**config.mk**
```make
export PLATFORM = sky130hd
export DESIGN_NAME = ed_list_walker
export DESIGN_NICKNAME = d
export VERILOG_FILES = /design/src/rtl/ed_walk_pkg.sv /design/src/rtl/ed_walk_dp.sv /design/src/rtl/ed_walk_ctrl.sv /design/src/rtl/ed_list_walker.sv
export SDC_FILE = /design/constraint.sdc
export NUM_CORES = 1
export LEC_CHECK = 0
export CORE_MARGIN = 4
export CORE_UTILIZATION = 45
export CTS_CLUSTER_DIAMETER = 120
export DETAILED_ROUTE_END_ITERATION = 8
export HOLD_SLACK_MARGIN = 0.15
export PLACE_DENSITY = 0.82
export SYNTH_ARGS = -nofsm -noshare
export SYNTH_HDL_FRONTEND = slang
export SYNTH_SLANG_ARGS = --single-unit
```
**constraint.sdc**
```tcl
create_clock -name clk -period 2.59 [get_ports clk]
set_clock_uncertainty 0.2 [all_clocks]
set_input_delay 0.259 -clock clk [delete_from_list [all_inputs] [get_ports clk]]
set_output_delay 0.259 -clock clk [all_outputs]
set_load 0.01 [all_outputs]
```
**src/rtl/ed_walk_pkg.sv**
```systemverilog
package ed_walk_pkg;

  typedef enum logic [2:0] {
    S_IDLE, S_REQ, S_WAIT, S_DECIDE, S_DISP, S_EXEC, S_WBACK, S_ADV
  } walkState_t;

  // strobes from control to datapath
  typedef struct packed {
    logic loadCur;
    logic clrIdx;
    logic capWord;
    logic incIdx;
    logic noteWork;
    logic capExec;
    logic advance;
  } walkStrobe_t;

  // descriptor word roles
  localparam int W_INFO = 0;
  localparam int W_TAIL = 1;
  localparam int W_HEAD = 2;
  localparam int W_NEXT = 3;
  localparam int SKIP_BIT = 14;
  localparam int HALT_BIT = 0;

endpackage

```
**src/rtl/ed_walk_dp.sv**
```systemverilog
module ed_walk_dp
  import ed_walk_pkg::*;
#(
  parameter int DW    = 32,
  parameter int WORDS = 4
) (
  input  logic              clk,
  input  logic              rstN,
  input  walkStrobe_t       stb,
  input  logic              fillSet,
  input  logic [DW-1:0]     curInit,
  input  logic [DW-1:0]     listHead,
  input  logic [DW-1:0]     rdData,
  input  logic [DW-1:0]     exHead,
  output logic [DW-1:0]     curPtr,
  output logic [DW-1:0]     fetchAddr,
  output logic [DW-1:0]     wrAddr,
  output logic [DW-1:0]     wrData,
  output logic [DW-1:0]     headAddr,
  output logic [DW-1:0]     epInfo,
  output logic              lastWord,
  output logic              passOver,
  output logic              listFilled
);
  localparam int IW    = $clog2(WORDS);
  localparam int ALIGN = IW + 2;

  logic [DW-1:0] edWord [WORDS];
  logic [IW-1:0] idx;
  logic [DW-1:0] exReg;
  logic          passWork;
  logic          atEnd;
  logic          skipFlag, haltFlag, emptyFlag;

  // one capture register per descriptor word
  for (genvar g = 0; g < WORDS; g++) begin : gWord
    always_ff @(posedge clk) begin
      if (!rstN) edWord[g] <= '0;
      else if (stb.capWord && idx == IW'(g)) edWord[g] <= rdData;
    end
  end

  always_ff @(posedge clk) begin
    if (!rstN) idx <= '0;
    else if (stb.clrIdx) idx <= '0;
    else if (stb.incIdx) idx <= idx + 1'b1;
  end

  always_ff @(posedge clk) begin
    if (!rstN) exReg <= '0;
    else if (stb.capExec) exReg <= exHead;
  end

  assign atEnd = (edWord[W_NEXT][DW-1:ALIGN] == '0);

  always_ff @(posedge clk) begin
    if (!rstN) curPtr <= '0;
    else if (stb.advance)
      curPtr <= atEnd ? {listHead[DW-1:ALIGN], {ALIGN{1'b0}}}
                      : {edWord[W_NEXT][DW-1:ALIGN], {ALIGN{1'b0}}};
    else if (stb.loadCur)
      curPtr <= {curInit[DW-1:ALIGN], {ALIGN{1'b0}}};
  end

  always_ff @(posedge clk) begin
    if (!rstN) passWork <= 1'b0;
    else if (stb.advance && atEnd) passWork <= 1'b0;
    else if (stb.noteWork) passWork <= 1'b1;
  end

  always_ff @(posedge clk) begin
    if (!rstN) listFilled <= 1'b0;
    else if (fillSet) listFilled <= 1'b1;
    else if (stb.advance && atEnd && !passWork) listFilled <= 1'b0;
  end

  assign skipFlag  = edWord[W_INFO][SKIP_BIT];
  assign haltFlag  = edWord[W_HEAD][HALT_BIT];
  assign emptyFlag = edWord[W_HEAD][DW-1:ALIGN] == edWord[W_TAIL][DW-1:ALIGN];
  assign passOver  = skipFlag | haltFlag | emptyFlag;
  assign lastWord  = (idx == IW'(WORDS - 1));

  assign fetchAddr = {curPtr[DW-1:ALIGN], idx, 2'b00};
  assign wrAddr    = {curPtr[DW-1:ALIGN], IW'(W_HEAD), 2'b00};
  assign wrData    = {exReg[DW-1:ALIGN], edWord[W_HEAD][ALIGN-1:2], exReg[1:0]};
  assign headAddr  = {edWord[W_HEAD][DW-1:ALIGN], {ALIGN{1'b0}}};
  assign epInfo    = edWord[W_INFO];

endmodule

```
**src/rtl/ed_walk_ctrl.sv**
```systemverilog
module ed_walk_ctrl
  import ed_walk_pkg::*;
(
  input  logic        clk,
  input  logic        rstN,
  input  logic        listEnable,
  input  logic        listFilled,
  input  logic        curLoad,
  input  logic        rdValid,
  input  logic        lastWord,
  input  logic        passOver,
  input  logic        tdReady,
  input  logic        exDone,
  output walkStrobe_t stb,
  output logic        memReq,
  output logic        memWr,
  output logic        tdValid
);
  walkState_t state, nextState;

  always_ff @(posedge clk) begin
    if (!rstN) state <= S_IDLE;
    else       state <= nextState;
  end

  always_comb begin
    nextState = state;
    stb       = '0;
    memReq    = 1'b0;
    memWr     = 1'b0;
    tdValid   = 1'b0;
    unique case (state)
      S_IDLE: begin
        stb.clrIdx  = 1'b1;
        stb.loadCur = curLoad;
        if (listEnable && listFilled && !curLoad) nextState = S_REQ;
      end
      S_REQ: begin
        memReq    = 1'b1;
        nextState = S_WAIT;
      end
      S_WAIT: begin
        if (rdValid) begin
          stb.capWord = 1'b1;
          if (lastWord) nextState = S_DECIDE;
          else begin
            stb.incIdx = 1'b1;
            nextState  = S_REQ;
          end
        end
      end
      S_DECIDE: begin
        if (passOver) nextState = S_ADV;
        else begin
          stb.noteWork = 1'b1;
          nextState    = S_DISP;
        end
      end
      S_DISP: begin
        tdValid = 1'b1;
        if (tdReady) nextState = S_EXEC;
      end
      S_EXEC: begin
        if (exDone) begin
          stb.capExec = 1'b1;
          nextState   = S_WBACK;
        end
      end
      S_WBACK: begin
        memWr     = 1'b1;
        nextState = S_ADV;
      end
      S_ADV: begin
        stb.advance = 1'b1;
        nextState   = S_IDLE;
      end
      default: nextState = S_IDLE;
    endcase
  end

endmodule

```
**src/rtl/ed_list_walker.sv**
```systemverilog
module ed_list_walker
  import ed_walk_pkg::*;
#(
  parameter int DW    = 32,
  parameter int WORDS = 4
) (
  input  logic          clk,
  input  logic          rstN,
  input  logic          listEnable,
  input  logic          fillSet,
  input  logic          curLoad,
  input  logic [DW-1:0] curInit,
  input  logic [DW-1:0] listHead,
  output logic          listFilled,
  output logic [DW-1:0] curPtr,
  output logic          memReq,
  output logic [DW-1:0] memAddr,
  input  logic          memRdValid,
  input  logic [DW-1:0] memRdData,
  output logic          memWr,
  output logic [DW-1:0] memWrAddr,
  output logic [DW-1:0] memWrData,
  output logic          tdValid,
  input  logic          tdReady,
  output logic [DW-1:0] tdAddr,
  output logic [DW-1:0] tdEpInfo,
  input  logic          exDone,
  input  logic [DW-1:0] exHead
);
  walkStrobe_t stb;
  logic        lastWord;
  logic        passOver;

  ed_walk_ctrl u_ctrl (
    .clk        (clk),
    .rstN       (rstN),
    .listEnable (listEnable),
    .listFilled (listFilled),
    .curLoad    (curLoad),
    .rdValid    (memRdValid),
    .lastWord   (lastWord),
    .passOver   (passOver),
    .tdReady    (tdReady),
    .exDone     (exDone),
    .stb        (stb),
    .memReq     (memReq),
    .memWr      (memWr),
    .tdValid    (tdValid)
  );

  ed_walk_dp #(.DW(DW), .WORDS(WORDS)) u_dp (
    .clk        (clk),
    .rstN       (rstN),
    .stb        (stb),
    .fillSet    (fillSet),
    .curInit    (curInit),
    .listHead   (listHead),
    .rdData     (memRdData),
    .exHead     (exHead),
    .curPtr     (curPtr),
    .fetchAddr  (memAddr),
    .wrAddr     (memWrAddr),
    .wrData     (memWrData),
    .headAddr   (tdAddr),
    .epInfo     (tdEpInfo),
    .lastWord   (lastWord),
    .passOver   (passOver),
    .listFilled (listFilled)
  );

endmodule

```
### After elaboration in Yosys (flattened, before gate mapping)

Memory sizes are Yosys's and may differ from the RTL's.
Index checks and enable logic that the tools add are counted.

* output and inout bits: 196
* word-level logic and storage cells: 89
* flip-flop bits (word level): 71
* bits in writable memories: 128
* bits of input ports: 136
* memories: 1

Memory list
* u_dp.edWord: depth 4, bits a word 32, rd ports 4, clocked after memory_dff 0, write ports 4, line ed_walk_dp.sv:28 `logic [DW-1:0] edWord [WORDS];`

* equality and inequality tests: 15
* bitwise operators: 7
* $add $sub $neg: 1
* reductions and logical operators: 18
* multiplexer cells: 41

Operator list (number)
* 32-bit two-way mux: 7
* 28-bit == test: 1
* 28-bit zero test: 1
* 1-bit two-way mux: 24
* 3-bit case mux with 8 select lines: 1
* 3-bit == test (second input constant): 4
* 3-bit two-way mux: 4
* 2-bit two-way mux: 5
* 1-bit logical AND: 8
* 3-bit by 2-bit == test with 1-bit output (second input constant): 2
* 2-bit inequality test (second input constant): 3
* 1-bit bitwise OR: 6
* 2-bit == test (second input constant): 2
* 4-bit AND reduction: 1
* 2-bit nonzero test: 2
* 2-bit OR reduction: 2
* 3-bit by 1-bit == test with 1-bit output (second input constant): 1
* 3-bit zero test: 1
* 2-bit by 1-bit adder with 2-bit output (second input constant): 1
* 2-bit by 1-bit == test with 1-bit output (second input constant): 1
* 1-bit zero test: 2
* 2-bit zero test: 1
* 2-bit by 1-bit inequality test with 1-bit output (second input constant): 1
* 1-bit NOT: 1

### Logic depth before layout (Yosys ltp)

Gate-level depths: netlist of the first run.

* depth after elaboration: 9
* mapped depth: 7
* mapped depth without buffers: 6

### Modules after synthesis

From an unflattened synthesis of the first run, not the netlist that was laid out.

* cells, all modules: 726
* area, all modules: 8528.2 um^2

By module, submodules not included
* ed_walk_dp: instances 1, seq. area each 4814.6 um^2, cells each 690, area each 8235.4 um^2
* ed_walk_ctrl: instances 1, seq. area each 60.1 um^2, cells each 36, area each 292.8 um^2

### Worst setup path before layout of the first run

No wires, ideal clock.

* kind: input port to flip-flop
* start: input port rstN
* end: memory u_dp.edWord[0][0], enable pin
* path buffers: 3
* data arrival time: 1599 ps
* path slack: 313 ps
* stages on the path: 4
* setup time: 478 ps
* cell sequence: clkbuf_1 clkbuf_1 clkbuf_1 nand2_1

RTL lines
* start: declaration: line ed_list_walker.sv:8 `input logic rstN,`
* end: declaration: line ed_walk_dp.sv:28

### Worst setup path in the final report of the first run

* start: register u_ctrl.state[2]
* end: output port memWr

* word-level cells in the longest chain between the ends: 2

Ends and longest elaborated chain
* start: declaration: line ed_walk_ctrl.sv:19 `walkState_t state, nextState;`
* start signal: assignment: line ed_walk_ctrl.sv:23 `else state <= nextState;`
* 3-bit == test: line ed_walk_ctrl.sv:32 `unique case (state)`
* 1-bit two-way mux: line ed_walk_ctrl.sv:32
* end: declaration: line ed_list_walker.sv:20 `output logic memWr,`

No other way between the ends.

==> impl_metrics.yaml, run 1 <==
status:
  status: "finished clean"
sta:
  period_minus_slack_ps: 2350
  maxSlewViolCount: 0
  clock.fmax_ghz: 0.426
  rsz0062_at_grt: "no"
  setup-tns-final_ps: 0
  period_share_pct: 90.7
  finalWorstSetupSlack_ps: 242
  hold_viol: 0
  slew_headroom_pct: 47.8
  tightestPinTransition_ps: 781
  setup_viol: 0
yosys:
  postSynthAreaPerCell_um2: 11.0
  synth.yosys.warnings: 0
  cells_after_synth: 803
  synthDistinctLibCells: 42
  synth_seq_cells: 184
  ys_seq_area_share_pct: 55.0
  synth-edff-count: 119
  synth-main-ff-cell: "edfxtp_1"
  synth_area_mm2: 0.00886
  postSynth.asyncResetShare_pct: 0
routing:
  vias_per_cell: 4.94
  drt-wirelength-per-cell_um: 19.1
  detailed_route_iter0_violations: 372
  post-route-drc-count: 0
  vias: 6229
  routed_wirelength_um: 24100
  route.antenna.remaining_nets: 0
  detailed_routing_iteration_count_for_the_pre_antenna_repair_pass: 5
power:
  ratio_of_total_power_to_cell_area_mw_per_mm2: 562
  worst_ir_drop_vdd_mv: 0.450
  total_leakage_power_nw: 4.57
global_routing:
  initial_antenna_violation_count: 0
  grt_max_degree: 61
  grt.overflow.total: 0
  first_global_vias: 6130
  grt_first_pass_wirelength_um: 35600
  global_route.usage.total_pct: 21.3
critical_path:
  regToRegSetupSlack_ps: 390
  cp_peak_stage_delay_ps: 580
  worstPathMaxFanout: 14
  crit_path_cell_trace: "inv_1 -> nor3b_1 -> clkdlybuf4s50_1"
  critical_path.startpoint_type: "flop"
  critical_path_arrival_ps: 1890
  critPathSlowestCell: "clkdlybuf4s50_1"
  path_class: "flop to output port"
  critPathCaptureType: "output port"
  timing.critical_path.required_ps: 2130
placement:
  final_gp_congestion: 0.889
  dp_hpwl_um: 18100
  pre_cts_ws_ps: 389
  placedCellCount: 1227
  placedInstanceArea_mm2: 0.0113
  place.port_buffers: 307
finish:
  final_cells: 1260
  areaGrowthSynthToFinish_pct: 33.8
  final.fill_count: 1631
  final_area_mm2: 0.0119
  final_net_count: 1122
  layout-drive-gt1-share_pct: 5.93
  most-common-layout-cells: "clkdlybuf4s50_1, and2_1, edfxtp_1"
  insertedDiodeCount: 0
  final_common_cell: "clkdlybuf4s50_1"
die:
  die_y_um: 148
  core_area_mm2: 0.0194
  fp.dieArea_mm2: 0.0220
  fp.dieW_um: 148
  number_of_rows_created_at_floorplan: 51
  floorplan.initialDensity_pct: 45.7
  pin_count: 332
flow_run:
  max-cap-violations: 0
clocking:
  clk_transition_reported_paths_ps: 80
  tritoncts_buffers: 17
  clk-insertion-delay-late_ps: 420
  htreeDepth: 4
  root_buffer_cell: "clkbuf_16"
  cts_tree: "done"
  clock_tree.buffer_depth: 2
  tritoncts_num_sinks: 184
min_path:
  hold_path.class: "input port to flop"
-- synthesized netlist by cell type, types with 15 or more instances --
| master | count | area share, % |
|---|---|---|
| o211a_1 | 26 | 2.9 |
| a21boi_1 | 30 | 2.5 |
| buf_4 | 142 | 12 |
| a21oi_1 | 28 | 1.6 |
| o21ai_0 | 19 | 1.1 |
| buf_2 | 16 | 0.90 |
| a31oi_1 | 26 | 1.8 |
| dfxtp_1 | 65 | 15 |
| nand2_1 | 79 | 3.3 |
| and2_1 | 120 | 8.5 |
| clkbuf_1 | 19 | 0.80 |
| edfxtp_1 | 119 | 40 |
| nor4_1 | 15 | 1.1 |
| xor2_1 | 28 | 2.8 |
-- critical path, delay by kind of cell (launching register included) --
| family | cells | cell delay (ps) |
|---|---|---|
| buf+inv | 2 | 710 |
| flops | 1 | 540 |
| simple gates | 1 | 220 |
-- report_power, final --
group	internal (W)	switching, W	total, W
Clock	0.00133	0.00121	0.00254
Sequential	0.00322	0.0000838	0.00330
Combinational	0.000488	0.000335	0.000824
-- path summary, 6_finish.rpt --
kind | startpoint | endpoint | depth (start not counted)
hold reg to reg | u_dp.exReg[19] | u_dp.exReg[19] | 2
hold / removal | exHead[12] | u_dp.exReg[12] | 3
setup / recovery | u_ctrl.state[2] | memWr | 3
setup reg to reg | u_dp.edWord[1][41] | u_dp.listFilled | 6
-- state kept, by name, indices dropped and copies added (netlist names) --
name / flops
u_ctrl.state: 3
u_dp.curPtr: 28
u_dp.edWord: 119
u_dp.exReg: 30
u_dp.idx: 2
u_dp.listFilled: 1
u_dp.passWork: 1
-- routing by layer --
layer  GRT usage (%)  wire [µm]  vias to the layer above
li1                -          -                     3000
met1            25.8       9400                     2957
met2            36.3      12000                      240
met3            6.92       2160                       32
met4            6.65        539                        0
met5               0          0                        -
-- per-stage QoR --
stage               hold WS, ps  utilization (%)  total power [W]
global placement            240             58.1          0.00418
detailed placement          246             58.1          0.00420
CTS                         154             61.1          0.00673
global route                160             61.1          0.00692
floorplan                   183                -          0.00376
finish                      171             61.1          0.00667
-- layout make-up --
type	instances	area (µm²)	area share (%)
Timing Repair Buffer	327	3270	27.6
Clock buffer	19	453	3.82
Multi-Input combinational cell	447	2780	23.4
Sequential cell	184	4880	41.1
Inverter	5	18.8	0.158
Tap cell	265	332	2.80
Clock inverter	13	130	1.10
-- timing repair --
item / CTS / global route
gates resized for setup: 1 / 1
endpoints found under the hold margin: 5 / 0
setup buffers: 0 / 0
pin swaps: 0 / 0
endpoints found under the setup margin: 1 / 1
hold buffers: 1 / 0
-- logic make-up (layout without fill, tap and decap cells) --
| kind of cell | count (synthesis) | in the layout | share of synthesized area, % |
|---|---|---|---|
| AND/OR/NAND/NOR | 245 | 245 | 15.2 |
| flip-flops | 184 | 184 | 55.0 |
| buffers and inverters | 184 | 364 | 14.2 |
| AO/OA/AOI/OAI | 153 | 153 | 11.8 |
| XOR/XNOR | 30 | 30 | 2.96 |
| adder cells (fa/ha/maj) | 4 | 4 | 0.565 |
| other | 2 | 14 | 0.0847 |
| multiplexers | 1 | 1 | 0.113 |
Note: power is estimated with default switching activity, not from simulation.
==> inputs of run 2 (changes only) <==
PLACE_DENSITY = 0.92   (was 0.82)
==> run 2 against run 1 <==
Effect of this change: clock-buffer cell count decreased by 1; largest cell class unchanged; non-clock buffer count grew 1; core utilization is 0.23 points higher; first-iteration DRC count down 6.2%; clock power is 3% higher; die area stayed put; setup slack got worse by 8.2 ps; critical path depth is the same; largest power group unchanged; critical path type unchanged.
==> impl_metrics.yaml, run 2 (synthesis results as in run 1) <==
sta:
  hold_viol: 0
  rsz0062_at_grt: "no"
  maxSlewViolCount: 0
  hold-worst-slack_ps: 175
  period_minus_slack_ps: 2360
  setup_viol: 0
  slew_headroom_pct: 48.8
  tightestPinTransition_ps: 766
  clock.fmax_ghz: 0.424
  finalWorstSetupSlack_ps: 234
  period_share_pct: 91.0
  setup-tns-final_ps: 0
placement:
  place.port_buffers: 307
  pre_cts_ws_ps: 353
  final_gp_congestion: 0.855
  placedInstanceArea_mm2: 0.0112
  placedCellCount: 1225
  dp_hpwl_um: 18200
global_routing:
  grt.overflow.total: 0
  grt_first_pass_wirelength_um: 35900
  global_route.usage.total_pct: 21.3
  initial_antenna_violation_count: 2
  first_global_vias: 6332
  grt_max_degree: 65
die:
  floorplan.initialDensity_pct: 45.7
  pin_count: 332
  fp.dieArea_mm2: 0.0220
  fp.dieW_um: 148
  die_y_um: 148
  number_of_rows_created_at_floorplan: 51
  core_area_mm2: 0.0194
finish:
  most-common-layout-cells: "clkdlybuf4s50_1, and2_1, edfxtp_1"
  final_area_mm2: 0.0119
  max_reg_flops: 119
  biggestRegsByFlops: "u_dp.edWord: 119 flops, u_dp.exReg: 30 flops, u_dp.curPtr: 28 flops"
  areaGrowthSynthToFinish_pct: 34.3
  final_cells: 1263
  final_common_cell: "clkdlybuf4s50_1"
  layout-drive-gt1-share_pct: 5.62
  final_net_count: 1123
  largest-register: "u_dp.edWord"
min_path:
  hold_path_sink: "u_dp.exReg[28]"
  min_delay_path_depth: 3
  holdCritStartpoint: "exHead[28]"
  hold_path.class: "input port to flop"
critical_path:
  timing.critical_path.required_ps: 2130
  critical_path_arrival_ps: 1900
  critical_path.startpoint_type: "flop"
  path_class: "flop to output port"
  end_of_the_worst_register_to_register_path: "u_dp.curPtr[10]"
  regToRegSetupSlack_ps: 350
  reg2reg_path_depth: 6
  critPathCaptureType: "output port"
  worst_reg2reg_path_startpoint: "u_dp.edWord[1][41]"
  worstPathMaxFanout: 14
clocking:
  clk_transition_reported_paths_ps: 80
  tritoncts_num_sinks: 184
  tritoncts_buffers: 17
  clk-insertion-delay-late_ps: 430
  clock_tree.buffer_depth: 2
  htreeDepth: 4
  root_buffer_cell: "clkbuf_16"
  cts.repair_timing.setup_buffer_count: 0
  cts_tree: "done"
power:
  swShare_pct: 24.4
  share_comb_of_total_power_pct: 12.3
  pwr-share-seq_pct: 49.0
  p_clk_share_pct: 38.7
  worst_ir_drop_vdd_mv: 0.439
  total_leakage_power_nw: 4.58
  ratio_of_total_power_to_cell_area_mw_per_mm2: 567
  p_int_w: 0.00510
  power.net_switching_w: 0.00165
routing:
  detailed_route_iter0_violations: 349
  vias: 6330
  route.antenna.remaining_nets: 0
  post-route-drc-count: 0
  detailed_routing_iteration_count_for_the_pre_antenna_repair_pass: 5
  vias_per_cell: 5.01
  drt-wirelength-per-cell_um: 19.2
  routed_wirelength_um: 24200
status:
  status: "finished clean"
flow_run:
  max-cap-violations: 0
-- run 2: worst max-delay path by stage --
stage / from / end / slack, ps / depth (start not counted)
finish: u_ctrl.state[2] / memWr / 230 / 3
detailed placement: memRdValid / u_dp.edWord[0][25] / 350 / 6
CTS: u_ctrl.state[0] / memReq / 7 / 3
global placement: memRdValid / u_dp.edWord[0][25] / 370 / 6
floorplan: rstN / u_dp.edWord[0][0] / 310 / 4
global route: u_ctrl.state[2] / memWr / 140 / 3
-- run 2: power groups by stage --
| stage | Combinational, W | Clock [W] | Sequential [W] |
|---|---|---|---|
| 2_1_floorplan | 0.000401 | 0 | 0.00336 |
| 3_3_place_gp | 0.000814 | 0 | 0.00336 |
| 3_5_place_dp | 0.000825 | 0 | 0.00337 |
| 4_1_cts | 0.000834 | 0.00268 | 0.00331 |
| 5_1_grt | 0.000876 | 0.00279 | 0.00332 |
| 6_report | 0.000829 | 0.00261 | 0.00331 |
-- run 2: worst max-delay path: stages (launching register included) --
cell,delay [ps]
dfxtp_2,530
inv_1,130
nor3b_1,220
clkdlybuf4s50_1,590
-- run 2: stage by stage --
| step | total power, W | utilization [%] |
|---|---|---|
| after floorplan | 0.00376 | - |
| after global placement | 0.00418 | 58.0 |
| after detailed placement | 0.00420 | 58.0 |
| after CTS | 0.00682 | 61.3 |
| after global routing | 0.00698 | 61.4 |
| final | 0.00675 | 61.4 |
-- run 2: routing by layer --
layer	wire length [µm]	vias to the layer above	part of all wire, %	GRT usage (%)
met5	0	-	0	0
met4	562	0	2.3	7.71
met3	1950	30	8.1	5.51
met2	12300	270	51	37.6
met1	9420	3027	39	25.2
li1	-	3003	-	-
-- run 2: what timing repair did --
action,CTS,global route
hold buffers,4,0
hold endpoints to repair,6,0
gates resized for setup,1,1
setup endpoints to repair,1,1
gates cloned,0,0
-- run 2: final cells by class --
cell class	count	area, µm²
flip-flops and latches	184	4880
inverters	5	18.8
clock inverters	14	178
well taps	265	332
diodes	2	5.00
repair buffers	328	3290
fillers	1532	7490
clock buffers	18	429
multi-input cells	447	2780
==> inputs of run 3 (changes only) <==
CORE_MARGIN = unset   (was 4)
==> run 3 against run 2 <==
Effect of this change: critical path depth is the same; first-iteration DRC count shrank 15%; sequential power is essentially flat; via count grew 0.77%; combinational power shrank 0.5%; setup slack lost 15 ps; clock-buffer cell count grew 2; maximum frequency shrank 0.62%; largest power group unchanged; highest routed layer unchanged.
==> impl_metrics.yaml, run 3 (synthesis results as in run 1) <==
sta:
  period_share_pct: 91.5
  rsz0062_at_grt: "no"
  setup-tns-final_ps: 0
  period_minus_slack_ps: 2370
  clock.fmax_ghz: 0.422
  setup_viol: 0
  slew_headroom_pct: 48.7
  maxSlewViolCount: 0
  tightestPinTransition_ps: 767
  hold_viol: 0
critical_path:
  critical_path.most_common_cell: "nor2b_1"
  critical_path.startpoint_type: "flop"
  critPathCaptureType: "output port"
  timing.critical_path.required_ps: 2130
  critPathSlowestCell: "clkdlybuf4s50_1"
  worstPathMaxFanout: 15
  critical_path_arrival_ps: 1910
  cp_peak_stage_delay_ps: 570
  crit_path_cell_trace: "nor2b_1 -> nor2b_1 -> clkdlybuf4s50_1"
  path_class: "flop to output port"
placement:
  place.port_buffers: 307
  final_gp_congestion: 0.862
  placedInstanceArea_mm2: 0.0112
  dp_hpwl_um: 17800
clocking:
  cts_tree: "done"
  tritoncts_buffers: 17
  clk_transition_reported_paths_ps: 70
  htreeDepth: 4
  clk-insertion-delay-late_ps: 430
  cts.repair_timing.setup_buffer_count: 0
  tritoncts_num_sinks: 184
  clock_tree.buffer_depth: 2
  root_buffer_cell: "clkbuf_16"
die:
  die_y_um: 142
  core_area_mm2: 0.0190
  pin_count: 332
  fp.dieArea_mm2: 0.0203
  number_of_rows_created_at_floorplan: 50
  floorplan.initialDensity_pct: 46.6
  fp.dieW_um: 142
finish:
  largest-register: "u_dp.edWord"
  final_net_count: 1121
  final_common_cell: "clkdlybuf4s50_1"
  final_area_mm2: 0.0119
  max_reg_flops: 119
  most-common-layout-cells: "clkdlybuf4s50_1, and2_1, edfxtp_1"
  finalCoreUtilization_pct: 62.3
  areaGrowthSynthToFinish_pct: 33.8
  final.fill_count: 1484
  layout-drive-gt1-share_pct: 5.73
  biggestRegsByFlops: "u_dp.edWord: 119 flops, u_dp.exReg: 30 flops, u_dp.curPtr: 28 flops"
status:
  status: "finished clean"
power:
  p_int_w: 0.00514
  report.power.total_w: 0.00675
  ratio_of_total_power_to_cell_area_mw_per_mm2: 569
  pwr-share-seq_pct: 49.0
  share_comb_of_total_power_pct: 12.2
  p_clk_share_pct: 38.8
  worst_ir_drop_vdd_mv: 0.440
  swShare_pct: 23.9
  total_leakage_power_nw: 4.57
  power.net_switching_w: 0.00161
global_routing:
  grt_max_degree: 59
  grt_first_pass_wirelength_um: 34900
  global_route.usage.total_pct: 23.4
  first_global_vias: 6240
  initial_antenna_violation_count: 1
  grt.overflow.total: 0
routing:
  post-route-drc-count: 0
  route.antenna.remaining_nets: 0
  vias_per_cell: 5.08
  drt-wirelength-per-cell_um: 19.0
  routed_wirelength_um: 23900
  detailed_route_iter0_violations: 297
  detailed_routing_iteration_count_for_the_pre_antenna_repair_pass: 5
  vias: 6379
min_path:
  hold_path.class: "input port to flop"
flow_run:
  max-cap-violations: 0
## run 3: worst paths after layout
path                   startpoint            endpoint  slack, ps  cells past startpoint
hold reg to reg     u_dp.exReg[4]       u_dp.exReg[4]        250                      2
setup / recovery  u_ctrl.state[0]              memReq        220                      3
hold / removal         exHead[13]      u_dp.exReg[13]        170                      3
setup reg to reg  u_ctrl.state[1]  u_dp.edWord[0][25]        370                      5
## run 3: layer usage
layer | routed length (µm) | global-route usage [%]
met1 | 9440 | 27.5
met2 | 12000 | 40.5
met3 | 1790 | 6.80
met4 | 620 | 8.60
met5 | 0 | 0
## run 3: through the flow
step | std cells | hold WS (ps) | setup WS [ps]
2_1_floorplan | 815 | 183 | 313
3_3_place_gp | 1221 | 240 | 360
3_5_place_dp | 1221 | 244 | 355
4_1_cts | 1254 | 157 | 8.46
5_1_grt | 1255 | 161 | 133
6_report | 1255 | 170 | 219
## run 3: critical path: cells and delay by family, from the launching register on
family,cells,cell delay (ps)
buffers and inverters,1,570
DFF,1,530
and+or+nand+nor,2,390
## run 3: cell type report
class,instances,area [µm²],share of cell area [%]
antenna,1,2.50,0.0211
clock buffer,20,479,4.04
clock inverter,12,124,1.04
inverter,5,18.8,0.158
multi-input combinational,447,2780,23.4
sequential,184,4880,41.1
tap,260,325,2.74
timing repair buffer,326,3250,27.4
## run 3: what timing repair did
item	4_1_cts	5_1_grt
resized for setup	1	1
setup endpoints to repair	1	1
hold buffers	1	0
endpoints found under the hold margin	8	0
## run 3: power by group through the flow
stage               Sequential (W)  Clock (W)  Combinational [W]
floorplan                  0.00336          0           0.000401
CTS                        0.00331    0.00266           0.000830
detailed placement         0.00337          0           0.000826
global placement           0.00336          0           0.000815
global route               0.00332    0.00278           0.000877
finish                     0.00331    0.00262           0.000825
